<file path="src/rtl/sync_align_pkg.sv">
package sync_align_pkg;

  localparam logic [7:0] ADDR_CTRL  = 8'h10;
  localparam logic [7:0] ADDR_IRQEN = 8'h11;
  localparam logic [7:0] ADDR_STAT  = 8'h12;

  localparam int STAT_LOCK_BIT = 6;
  localparam int STAT_LOST_BIT = 7;

  typedef struct packed {
    logic       enable;
    logic [2:0] spare;
    logic       rise_sel;
    logic [2:0] depth_log2;
  } align_ctrl_t;

endpackage

</file>
<file path="src/rtl/sa_edge_sampler.sv">
module sa_edge_sampler #(
  parameter int SYNC_STAGES = 2
) (
  input  logic clk,
  input  logic rst_n,
  input  logic sync_in,
  input  logic rise_sel,
  output logic evt_o
);

  logic                   rise_q;
  logic                   fall_q;
  logic                   pick;
  logic [SYNC_STAGES-1:0] chain_q;
  logic [SYNC_STAGES-1:0] chain_n;
  logic                   prev_q;

  always_ff @(posedge clk or negedge rst_n) begin
    if (!rst_n) rise_q <= 1'b0;
    else        rise_q <= sync_in;
  end

  always_ff @(negedge clk or negedge rst_n) begin
    if (!rst_n) fall_q <= 1'b0;
    else        fall_q <= sync_in;
  end

  always_comb begin
    pick    = rise_sel ? rise_q : fall_q;
    chain_n = {chain_q[SYNC_STAGES-2:0], pick};
  end

  always_ff @(posedge clk or negedge rst_n) begin
    if (!rst_n) begin
      chain_q <= '0;
      prev_q  <= 1'b0;
    end else begin
      chain_q <= chain_n;
      prev_q  <= chain_q[SYNC_STAGES-1];
    end
  end

  assign evt_o = chain_q[SYNC_STAGES-1] & ~prev_q;

endmodule

</file>
<file path="src/rtl/sa_phase_track.sv">
module sa_phase_track #(
  parameter int PERIOD  = 16,
  parameter int PHASE_W = 7
) (
  input  logic               clk,
  input  logic               rst_n,
  input  logic               en,
  input  logic [2:0]         depth_log2,
  input  logic               evt,
  output logic [PHASE_W-1:0] phase_o,
  output logic               locked_o,
  output logic               resync_o,
  output logic               lose_o
);

  localparam int ERR_W = PHASE_W + 2;
  localparam int ACC_W = ERR_W + 7;
  localparam int HALF  = PERIOD / 2;
  localparam logic [PHASE_W-1:0] LAST_PH = PHASE_W'(PERIOD - 1);
  localparam logic signed [ACC_W-1:0] POS1 = ACC_W'(1);
  localparam logic signed [ACC_W-1:0] NEG1 = -ACC_W'(1);

  logic [PHASE_W-1:0]      phase_q, phase_n;
  logic signed [ACC_W-1:0] acc_q, acc_n;
  logic [7:0]              cnt_q, cnt_n;
  logic                    lock_q, lock_n;

  logic signed [ERR_W-1:0] err;
  logic signed [ACC_W-1:0] sum;
  logic signed [ACC_W-1:0] avg;
  logic [7:0]              lim;
  logic                    last_evt;
  logic                    far;
  logic                    resync;

  always_comb begin
    if (phase_q >= PHASE_W'(HALF))
      err = $signed({2'b00, phase_q}) - $signed(ERR_W'(PERIOD));
    else
      err = $signed({2'b00, phase_q});
    sum      = acc_q + {{(ACC_W-ERR_W){err[ERR_W-1]}}, err};
    avg      = sum >>> depth_log2;
    lim      = 8'((9'd1 << depth_log2) - 9'd1);
    last_evt = cnt_q >= lim;
    far      = (avg > POS1) || (avg < NEG1);
    resync   = en && evt && last_evt && far;
  end

  always_comb begin
    phase_n = (phase_q == LAST_PH) ? '0 : phase_q + PHASE_W'(1);
    acc_n   = acc_q;
    cnt_n   = cnt_q;
    lock_n  = lock_q;
    if (resync) phase_n = PHASE_W'(1);
    if (!en) begin
      acc_n  = '0;
      cnt_n  = '0;
      lock_n = 1'b0;
    end else if (evt) begin
      if (last_evt) begin
        acc_n  = '0;
        cnt_n  = '0;
        lock_n = !far;
      end else begin
        acc_n = sum;
        cnt_n = cnt_q + 8'd1;
      end
    end
  end

  always_ff @(posedge clk or negedge rst_n) begin
    if (!rst_n) begin
      phase_q <= '0;
      acc_q   <= '0;
      cnt_q   <= '0;
      lock_q  <= 1'b0;
    end else begin
      phase_q <= phase_n;
      acc_q   <= acc_n;
      cnt_q   <= cnt_n;
      lock_q  <= lock_n;
    end
  end

  assign phase_o  = phase_q;
  assign locked_o = lock_q;
  assign resync_o = resync;
  assign lose_o   = resync && lock_q;

endmodule

</file>
<file path="src/rtl/sa_regs.sv">
module sa_regs
  import sync_align_pkg::*;
(
  input  logic       clk,
  input  logic       rst_n,
  input  logic       wr,
  input  logic [7:0] addr,
  input  logic [7:0] wdata,
  input  logic       locked,
  input  logic       lose_evt,
  output logic [7:0] rdata,
  output logic       en_o,
  output logic       rise_o,
  output logic [2:0] depth_o,
  output logic       lost_o,
  output logic       irq_o
);

  align_ctrl_t ctrl_q, ctrl_n;
  logic [7:0]  irqen_q, irqen_n;
  logic        lost_q, lost_n;
  logic        ctrl_we, irq_we, clr_lost;

  always_comb begin
    ctrl_we  = wr && (addr == ADDR_CTRL);
    irq_we   = wr && (addr == ADDR_IRQEN);
    clr_lost = wr && (addr == ADDR_STAT) && wdata[STAT_LOST_BIT];
    ctrl_n   = ctrl_we ? align_ctrl_t'(wdata) : ctrl_q;
    irqen_n  = irq_we ? wdata : irqen_q;
    if (lose_evt)      lost_n = 1'b1;
    else if (clr_lost) lost_n = 1'b0;
    else               lost_n = lost_q;
  end

  always_ff @(posedge clk or negedge rst_n) begin
    if (!rst_n) begin
      ctrl_q  <= '0;
      irqen_q <= '0;
      lost_q  <= 1'b0;
    end else begin
      ctrl_q  <= ctrl_n;
      irqen_q <= irqen_n;
      lost_q  <= lost_n;
    end
  end

  always_comb begin
    rdata = '0;
    case (addr)
      ADDR_CTRL:  rdata = ctrl_q;
      ADDR_IRQEN: rdata = irqen_q;
      ADDR_STAT: begin
        rdata[STAT_LOCK_BIT] = locked;
        rdata[STAT_LOST_BIT] = lost_q;
      end
      default:    rdata = '0;
    endcase
  end

  assign en_o    = ctrl_q.enable;
  assign rise_o  = ctrl_q.rise_sel;
  assign depth_o = ctrl_q.depth_log2;
  assign lost_o  = lost_q;
  assign irq_o   = (irqen_q[STAT_LOCK_BIT] & locked) | (irqen_q[STAT_LOST_BIT] & lost_q);

endmodule

</file>
<file path="src/rtl/sync_align_ctrl.sv">
module sync_align_ctrl #(
  parameter int PERIOD      = 16,
  parameter int PHASE_W     = 7,
  parameter int SYNC_STAGES = 2
) (
  input  logic               clk,
  input  logic               rst_n,
  input  logic               sync_in,
  input  logic               reg_wr,
  input  logic [7:0]         reg_addr,
  input  logic [7:0]         reg_wdata,
  output logic [7:0]         reg_rdata,
  output logic               irq_o,
  output logic [PHASE_W-1:0] phase_o
);

  logic [1:0] rst_pipe_q;
  logic       rst_core_n;
  logic       en;
  logic       rise_sel;
  logic [2:0] depth_log2;
  logic       sync_evt;
  logic       locked;
  logic       lost;
  logic       resync;
  logic       lose_evt;

  always_ff @(posedge clk or negedge rst_n) begin
    if (!rst_n) rst_pipe_q <= 2'b00;
    else        rst_pipe_q <= {rst_pipe_q[0], 1'b1};
  end
  assign rst_core_n = rst_pipe_q[1];

  sa_edge_sampler #(.SYNC_STAGES(SYNC_STAGES)) u_sampler (
    .clk      (clk),
    .rst_n    (rst_core_n),
    .sync_in  (sync_in),
    .rise_sel (rise_sel),
    .evt_o    (sync_evt)
  );

  sa_phase_track #(.PERIOD(PERIOD), .PHASE_W(PHASE_W)) u_track (
    .clk        (clk),
    .rst_n      (rst_core_n),
    .en         (en),
    .depth_log2 (depth_log2),
    .evt        (sync_evt),
    .phase_o    (phase_o),
    .locked_o   (locked),
    .resync_o   (resync),
    .lose_o     (lose_evt)
  );

  sa_regs u_regs (
    .clk      (clk),
    .rst_n    (rst_core_n),
    .wr       (reg_wr),
    .addr     (reg_addr),
    .wdata    (reg_wdata),
    .locked   (locked),
    .lose_evt (lose_evt),
    .rdata    (reg_rdata),
    .en_o     (en),
    .rise_o   (rise_sel),
    .depth_o  (depth_log2),
    .lost_o   (lost),
    .irq_o    (irq_o)
  );

endmodule

</file>
<file path="config.mk">
export PLATFORM = sky130hd
export DESIGN_NAME = sync_align_ctrl
export DESIGN_NICKNAME = d
export VERILOG_FILES = /design/src/rtl/sync_align_pkg.sv /design/src/rtl/sa_edge_sampler.sv /design/src/rtl/sa_phase_track.sv /design/src/rtl/sa_regs.sv /design/src/rtl/sync_align_ctrl.sv
export SDC_FILE = /design/constraint.sdc
export NUM_CORES = 1
export LEC_CHECK = 0
export BUFFER_PORTS_ARGS = -buffer_cell sky130_fd_sc_hd__buf_4
export CAP_MARGIN = 10
export CORE_UTILIZATION = 45
export DETAILED_ROUTE_END_ITERATION = 7
export SLEW_MARGIN = 25
export SYNTH_ARGS = -nofsm -noshare
export SYNTH_HDL_FRONTEND = slang
export SYNTH_SLANG_ARGS = --single-unit
</file>
<file path="constraint.sdc">
create_clock -name clk -period 2.7 [get_ports clk]
set_input_delay 0.27 -clock clk [delete_from_list [all_inputs] [get_ports clk]]
set_output_delay 0.27 -clock clk [all_outputs]
set_load 0.05 [all_outputs]
</file>
==> results.md, run 1 <==
* Reg2reg setup slack at -1.54 ns
* Slowest cell on crit path: or4b_4
* End of the worst hold path: u_sampler.rise_q
* Total Routing Usage GR at 27.5%
* CTS tree: done
* Initial DRT Pass Iterations at 5
* Placed cell count at 812
* Layout cells sized above 1 at 46.6%
* Vias per cell at 5.88
* Die area at 0.0108 mm2
* Required time of the critical path at 2.93 ns
* Outcome: complete, but fails checks
* Synth Cell Area at 0.00467 mm2
* Port bufs at 35
* Max Freq at 236 MHz
* Row cnt at 36
* Critical-path cell list: inv_2 > buf_4 > ha_4 > o311ai_4 > o21ai_4 > ha_4 > a21o_1 > o21bai_4 > nor2_4 > mux2i_2 > xor2_1 > o211ai_1 > or4b_4 > a2111oi_4 > a31oi_4 > buf_12 > a32o_1
* Peak supply drop at 0.418 mV
* Nets at 760
* Setup crit end kind: flop
* Die height at between 100 and 150 um
* CORE AREA at 0.00991 mm2
* Power Density at between 400 and 500 mW/mm2
* Setup crit start kind: flop
* Max Cap Viol at 0
* Hold_ws at ~0.043 ns
* Tmin final at 4.24 ns
* GP Congestion at approximately 1
* Setup violations, final at 33
* Hold Crit Start: sync_in
* HP Class: input port to flop
* Leak at 3.31 nW
* H-tree levels at 2
* Clk_lat worst skew at 0.34 ns
* Slew HR at between 20% and 30%
* Count of pins over their slew limit at 0
* Crit path largest cell delay at 0.52 ns
* Final hold vios at 0
* Post-route cell area at 0.00711 mm2
* Worst Path Arrival at approximately 4.5 ns
* Remaining antenna violation count at 0
* Post-synth top flop: dfrtp_1
* Clk_skew at 0.0148 ns
* DP HPWL at 10500 um
* # clock sinks at 56
* Antenna violations before repair at 0
* Failing checks: setup timing
* Fin crit share at 157%
* Vias in the first global route at 4894
* IO Count at 36
* Seq/Total Area, Yosys at 30.0%
* Reg clk slew, reported paths at 0.12 ns
* WL final at approximately 15000 um
* Clock root cell: clkbuf_8
* DRT iter0 DRCs at 327
* Most frequent cells in the layout: 179 x buf_4, 47 x dfrtp_1, 42 x nand2_1
* Slack of the critical path at -1.54 ns
* Finished Layout Cells at around 850
* Total CTS buffers at 5
* Fill count at around 760
* Total number of vias at 4994
* R2r worst-path depth at 17
* Syn Area/Cell at ~8.7 um2
* Post-synthesis async set-or-reset flop share at 100%
* Crit path kind: flop to flop
* Most common cell after layout, fill and taps aside: buf_4
* Placed cell area at 0.00612 mm2
* RSZ-0062 raised after global routing: yes
* DRC violations left at 0
* Worst R2R End: u_regs.lost_o
* Hold depth at 1
* Synth-to-Final Area Change at 52.3%
* Dpl ws at -1.63 ns
* Tightest Pin Transition at 1.05 ns
* Synthesis warning total at 0
* N_diodes at 0
* CP max FO at 8
* Worst Path Buf+Inv at 3
* Setup TNS at -21.23 ns
* Wire per inst at approximately 18 um
* Initial core utilization at 47.1%
* Synth unique cells at 76
* Synthesized flop and latch total at 56
* Worst r2r src: u_track.phase_o[5]
* Syn Inst Count at between 500 and 600
* Top Family by Delay on Critical Path: compound AO/OA/AOI/OAI gates
* Largest net degree at the start of global routing at 54
* Die Span X at 104 um
* Critical Path Most Common Cell: ha_4
* CTS Buffer Depth at 2
* Post-synth EDFFs at 0
* First-pass GRT wire length at about 24000 um
* Grt ovf at 0
==> layer usage <==
layer  up-vias  routed length, um  track usage [%]
li1       2347                  -                -
met1      2426               6620             35.7
met4         0                412             8.57
met5         -                  0                0
met2       171               7430             47.1
met3        50                796             3.96
==> worst max-delay path by stage <==
stage	start	end	slack, ns	cells past startpoint
after CTS	u_track.phase_o[5]	u_regs.lost_o	-1.49	15
after floorplan	u_track.phase_o[4]	u_regs.lost_o	-1.60	16
after global placement	u_track.phase_o[3]	u_regs.lost_o	-1.48	14
after detailed placement	u_track.phase_o[3]	u_track.phase_o[5]	-1.63	14
final	u_track.phase_o[5]	u_regs.lost_o	-1.54	17
after global routing	u_track.phase_o[3]	u_regs.lost_o	-1.67	16
==> state kept, by name, summed over array words and instances, names as in the netlist, 2 cells and up <==
signal	cells
u_track.acc_q	16
u_track.cnt_q	8
u_regs.depth_o	3
u_regs.irqen_q	8
u_sampler.chain_q	2
u_regs.ctrl_q	3
rst_pipe_q	2
u_track.phase_o	7
==> cell type report <==
| type | count | area [um2] | area share (%) |
|---|---|---|---|
| multi-input cells | 432 | 3650 | 51.3 |
| repair buffers | 204 | 1700 | 24.0 |
| flip-flops and latches | 56 | 1410 | 19.9 |
| well taps | 133 | 166 | 2.34 |
| clock buffers | 5 | 68.8 | 0.968 |
| inverters | 16 | 60.1 | 0.845 |
| clock inverters | 3 | 46.3 | 0.652 |
==> cell families (layout without fill, tap and decap cells) <==
logic type / Yosys count / after routing / synth area share [%]
multiplexers: 34 / 34 / 7.91
flip-flops: 56 / 56 / 30.0
AND/OR/NAND/NOR: 197 / 197 / 21.9
XOR/XNOR: 24 / 24 / 4.51
adder cells (fa/ha/maj): 26 / 26 / 7.08
buffers and inverters: 50 / 228 / 4.42
other: 1 / 2 / 0.0804
AO/OA/AOI/OAI: 149 / 149 / 24.1
==> power breakdown <==
| part | internal, mW | switching [mW] |
|---|---|---|
| clock network | 0.282 | 0.327 |
| logic | 1.06 | 0.969 |
| registers | 0.876 | 0.0352 |
| total | 2.22 | 1.33 |
==> repair_timing <==
item / in CTS / in global routing
endpoints found under the setup margin: 33 / 33
pin swaps: 26 / 50
hold endpoints to repair: 2 / 0
cloned: 0 / 3
hold buffers: 1 / 0
buffers inserted: 14 / 14
resized for setup: 41 / 73
==> Yosys cell counts (all sizes together) (7+ instances only) <==
cell / count / area, um2
nor3: 17 / 90.1
dfrtp: 55 / 1380
o211ai: 9 / 67.6
nand2: 46 / 173
o21ai: 23 / 115
nand3: 16 / 80.1
nor2b: 7 / 43.8
mux2i: 17 / 174
or3: 8 / 50.1
mux2: 17 / 195
a21oi: 30 / 150
and3: 12 / 75.1
a21o: 11 / 82.6
xnor2: 19 / 166
and2: 8 / 50.1
ha: 24 / 300
inv: 16 / 60.1
a31oi: 8 / 65.1
nor2: 47 / 176
a22o: 11 / 96.3
clkbuf: 28 / 105
==> metrics by stage <==
step / power (mW) / util, %
after floorplan: 1.83 / -
after global placement: 2.43 / 61.8
after detailed placement: 2.45 / 61.8
after CTS: 3.28 / 66.3
after global routing: 3.69 / 71.7
final: 3.55 / 71.7
Power figures use the tool's default switching activity.
==> run 2: changes to the inputs <==
clock period = 5.1 ns   (was 2.7 ns; I/O delays follow)
==> results.md, run 2 (synthesis gave the netlist of run 1 again) <==
* R2r worst-path depth at 14
* Worst R2R End: u_regs.lost_o
* Most common cell after layout, fill and taps aside: dfrtp_1
* Worst Path Arrival at 5.08 ns
* Die area at 0.0108 mm2
* Final core occ at 52.0%
* Peak supply drop at 0.128 mV
* Total Routing Usage GR at about a quarter
* Tightest Pin Transition at roughly 0.94 ns
* CTS tree: done
* Synth-to-Final Area Change at 10.4%
* First-pass GRT wire length at just over 20000 um
* Nets at 605
* DRC violations left at 0
* Max Freq at 206 MHz
* Hold Crit Start: sync_in
* Die height at 104 um
* Max reg flops at 16
* Initial core utilization at roughly 47%
* Die Span X at approximately 100 um
* Reg clk slew, reported paths at 0.11 ns
* CORE AREA at 0.00991 mm2
* Row cnt at 36
* Most frequent cells in the layout: 54 x dfrtp_1, 48 x buf_4, 47 x nor2_1
* Leak at 2.34 nW
* Placed cell count at 685
* Clk_skew at 0.0119 ns
* WL final at 12700 um
* Setup TNS at 0 ns
* Count of pins over their slew limit at 0
* Finished Layout Cells at 694
* Antenna violations before repair at 0
* Largest reg by FF count: u_track.acc_q
* Total power at 1.37 mW
* Hold_ws at 0.294 ns
* Top Family by Delay on Critical Path: compound AO/OA/AOI/OAI gates
* CP max FO at 11
* # clock sinks at 56
* Outcome: finished, final reports clean
* Remaining antenna violation count at 0
* Layout cells sized above 1 at 16.2%
* End of the worst hold path: u_sampler.rise_q
* H-tree levels at 2
* Setup crit end kind: flop
* N_diodes at 0
* Worst r2r src: u_track.phase_o[4]
* Tmin final at just under 5 ns
* Max Cap Viol at 0
* Vias per cell at 6.00
* Grt ovf at 0
* Critical-path cell list: inv_1 > ha_1 > nor2_1 > ha_1 > and3_1 > a221oi_1 > or4b_2 > o211ai_1 > a222oi_1 > o211ai_1 > or4b_1 > a2111oi_4 > a31oi_4 > a32o_1
* Final hold vios at 0
* Slowest cell on crit path: a221oi_1
* Port bufs at 35
* Vias in the first global route at 3980
* CTS Buffer Depth at 2
* DP HPWL at approximately 9500 um
* HP Class: input port to flop
* Slew HR at 36.9%
* DRT iter0 DRCs at 286
* Total CTS buffers at 5
* Wire per inst at 18.3 um
* Setup crit start kind: flop
* Required time of the critical path at 5.33 ns
* Hold depth at 1
* Worst Path Buf+Inv at 1
* RSZ-0062 raised after global routing: no
* Total number of vias at roughly 4200
* Largest net degree at the start of global routing at 54
* Setup violations, final at 0
* Crit path kind: flop to flop
* Reg2reg setup slack at 0.25 ns
* Initial DRT Pass Iterations at 5
* Crit path largest cell delay at ~0.60 ns
* GP Congestion at 0.944
* Fill count at 956
* Clock root cell: clkbuf_8
* IO Count at 36
* Fin crit share at 95.1%
* Clk_lat worst skew at 0.33 ns
* Power Density at 266 mW/mm2
* Largest regs: u_track.acc_q: 16 flops, u_regs.irqen_q: 8 flops, u_track.cnt_q: 8 flops
==> run 2: cell count changes in the layout (fill, tap and decap cells not counted), sizes merged <==
cell / delta
buf: -152
clkbuf: -2
bufinv: -1
==> run 2: what timing repair did <==
action                                  in CTS  in global routing
hold buffers                                 1                  0
hold endpoints to repair                     2                  0
gates resized for setup                      0                  1
setup buffers                                0                  0
endpoints found under the setup margin       0                  6
==> run 2: final cells by class <==
type                       count  area, um2  share of cell area (%)
clock buffer                   6       72.6                    1.41
inverter                      16       60.1                    1.17
clock inverter                 2       13.8                   0.267
timing repair buffer          49        370                    7.19
tap                          133        166                    3.23
sequential                    56       1400                    27.2
multi-input combinational    432       3070                    59.5
==> run 2: worst max path at each step <==
stage / startpoint / end / cells past startpoint
CTS: u_track.phase_o[4] / u_regs.lost_o / 14
finish: u_track.phase_o[4] / u_regs.lost_o / 14
global placement: u_track.phase_o[4] / u_regs.lost_o / 14
floorplan: u_track.phase_o[5] / u_regs.lost_o / 15
global route: u_track.phase_o[4] / u_regs.lost_o / 14
detailed placement: u_track.phase_o[4] / u_regs.lost_o / 14
==> run 2: routing by layer <==
layer	track usage (%)	vias to the layer above	routed length, um
met1	32.2	2029	6100
met5	0	-	0
met2	40.2	86	6080
met4	6.43	0	167
li1	-	2034	-
met3	3.02	12	372
==> run 2: power breakdown <==
part	internal (mW)	total (mW)	switching [mW]
clock network	0.0985	0.255	0.156
registers	0.463	0.498	0.0352
logic	0.255	0.616	0.362
total	0.816	1.37	0.553
==> run 2: per-stage QoR <==
stage | worst slack (ns) | instance area (um2)
3_5_place_dp | 0.259 | 5050
4_1_cts | 0.228 | 5150
6_report | 0.251 | 5150
5_1_grt | 0.000341 | 5150
3_3_place_gp | 0.369 | 5050
2_1_floorplan | 0.434 | 4670
==> run 2: worst reg2reg max path, stage by stage, from the launching register on <==
cell and delay, ns:
dfrtp_1 0.56, inv_1 0.11, ha_1 0.31, nor2_1 0.14, ha_1 0.34, and3_1 0.24, a221oi_1 0.60, or4b_2 0.28
o211ai_1 0.12, a222oi_1 0.41, o211ai_1 0.17, or4b_1 0.58, a2111oi_4 0.42, a31oi_4 0.19, a32o_1 0.29
==> run 3: changes to the inputs <==
clock period = 5.4 ns   (was 5.1 ns; I/O delays follow)
==> results.md, run 3 (synthesis gave the netlist of run 1 again) <==
* Clock root cell: clkbuf_8
* Wire per inst at 18.6 um
* HP Class: input port to flop
* Tmin final at 4.94 ns
* Antenna violations before repair at 0
* Total power at 1.29 mW
* H-tree levels at 2
* Leak at 2.32 nW
* Setup crit end kind: flop
* DRC violations left at 0
* Layout cells sized above 1 at 15.4%
* Post-CTS Setup Bufs at 0
* Peak supply drop at about 0.11 mV
* Vias per cell at about 6.1
* Hold depth at 1
* Max Cap Viol at 0
* Max Freq at 202 MHz
* GR Layer Usage met3 at 2.89%
* Most common cell after layout, fill and taps aside: dfrtp_1
* Count of pins over their slew limit at 0
* Die height at 104 um
* Synth-to-Final Area Change at 9.68%
* Largest net degree at the start of global routing at 54
* Die Span X at 104 um
* R2r worst-path depth at 14
* Fin crit share at between 90% and 100%
* # clock sinks at between 50 and 60
* Final hold vios at 0
* Port bufs at 35
* Gr busiest metal: met2
* Reg2reg setup slack at 0.46 ns
* Critical-path cell list: inv_1 > ha_1 > nor2_1 > ha_1 > and3_1 > a221o_1 > a311oi_4 > mux2i_2 > nor2_1 > or4_4 > a21oi_1 > o2111ai_1 > nand4bb_1 > a32o_1
* Most frequent cells in the layout: 54 x dfrtp_1, 47 x nor2_1, 46 x nand2_1
* CORE AREA at 0.00991 mm2
* Vias in the first global route at 4184
* Outcome: finished, final reports clean
* Setup TNS at 0 ns
* First-pass GRT wire length at between 20000 and 25000 um
* Met2 Use GR at about two fifths
* Total CTS buffers at 5
* Max reg flops at 16
* CP max FO at 11
* Worst Path Arrival at 5.16 ns
* Clk_skew at 0.00933 ns
* Tightest Pin Transition at 0.963 ns
* Nets at 601
* Total Routing Usage GR at 24.5%
* Reg clk slew, reported paths at 0.11 ns
* Final core occ at 51.6%
* Largest regs: u_track.acc_q: 16 flops, u_regs.irqen_q: 8 flops, u_track.cnt_q: 8 flops
* Required time of the critical path at between 5 and 6 ns
* DRT iter0 DRCs at around 260
* Setup violations, final at 0
* CTS tree: done
* Die area at 0.0108 mm2
* Crit path largest cell delay at 0.57 ns
* Setup crit start kind: flop
* Initial core utilization at 47.1%
* Row cnt at 36
* RSZ-0062 raised after global routing: no
* IO Count at 36
* WL final at 12800 um
* Grt met1 use at 33.1%
* Slew HR at 35.1%
* Slack of the critical path at 0.461 ns
* Slowest cell on crit path: or4_4
* Total number of vias at 4199
* Clk_lat worst skew at 0.32 ns
* Largest reg by FF count: u_track.acc_q
* DP HPWL at 9470 um
* CTS Buffer Depth at 2
* Initial DRT Pass Iterations at 8
* Grt ovf at 0
* N_diodes at 0
* Power Density at 251 mW/mm2
* Dpl ws at 0.516 ns
* Crit path kind: flop to flop
* Remaining antenna violation count at 0
* GP Congestion at 0.894
## run 3: cell count changes in the layout (fill, tap and decap cells not counted)
cell       delta
nand4bb_1     +1
buf_4         -4
nand4bb_2     -1
## run 3: through the flow
| step | cell area [um2] | instances | hold WS, ns |
|---|---|---|---|
| 6_report | 5120 | 690 | 0.325 |
| 5_1_grt | 5120 | 690 | 0.314 |
| 4_1_cts | 5120 | 690 | 0.320 |
| 3_5_place_dp | 5020 | 681 | 0.323 |
| 3_3_place_gp | 5020 | 681 | 0.321 |
| 2_1_floorplan | 4670 | 538 | 0.244 |
## run 3: worst paths after layout
| kind | start | end |
|---|---|---|
| setup / recovery | u_track.phase_o[4] | u_regs.lost_o |
| hold / removal | sync_in | u_sampler.rise_q |
| setup reg to reg | u_track.phase_o[4] | u_regs.lost_o |
| hold reg to reg | rst_pipe_q[0] | rst_pipe_q[1] |
| max in group asynchronous | rst_pipe_q[1] | u_sampler.fall_q |
| min in group asynchronous | rst_pipe_q[1] | u_track.phase_o[0] |
## run 3: layout make-up
cell class | instances | area [um2]
Tap cell | 133 | 166
Clock inverter | 2 | 13.8
Inverter | 16 | 60.1
Clock buffer | 6 | 72.6
Multi-Input combinational cell | 432 | 3060
Sequential cell | 56 | 1400
Timing Repair Buffer | 45 | 340
Fill cell | 983 | 4790
## run 3: layer usage
layer / vias up / share of wire, %
met5: - / 0
met2: 104 / 48
met4: 0 / 2.1
met1: 2045 / 46
met3: 23 / 3.6
li1: 2027 / -
## run 3: what timing repair did
action | in CTS | in global routing
hold endpoints to repair | 2 | 0
hold buffers | 1 | 0
resized for setup | 0 | 0
## run 3: worst max-delay path: cells and delay by family, from the launching register on
family | cells | cell delay [ns]
AOI/OAI and AO/OA | 5 | 1.58
adders and majority gates | 2 | 0.63
buffers and inverters | 1 | 0.11
DFF | 1 | 0.55
muxes | 1 | 0.45
and+or+nand+nor | 5 | 1.51
## run 3: power by group
| group | leakage, nW | internal (mW) | switching, mW |
|---|---|---|---|
| Sequential | 0.736 | 0.437 | 0.0362 |
| Clock | 0.0456 | 0.0933 | 0.154 |
| Combinational | 1.54 | 0.230 | 0.334 |
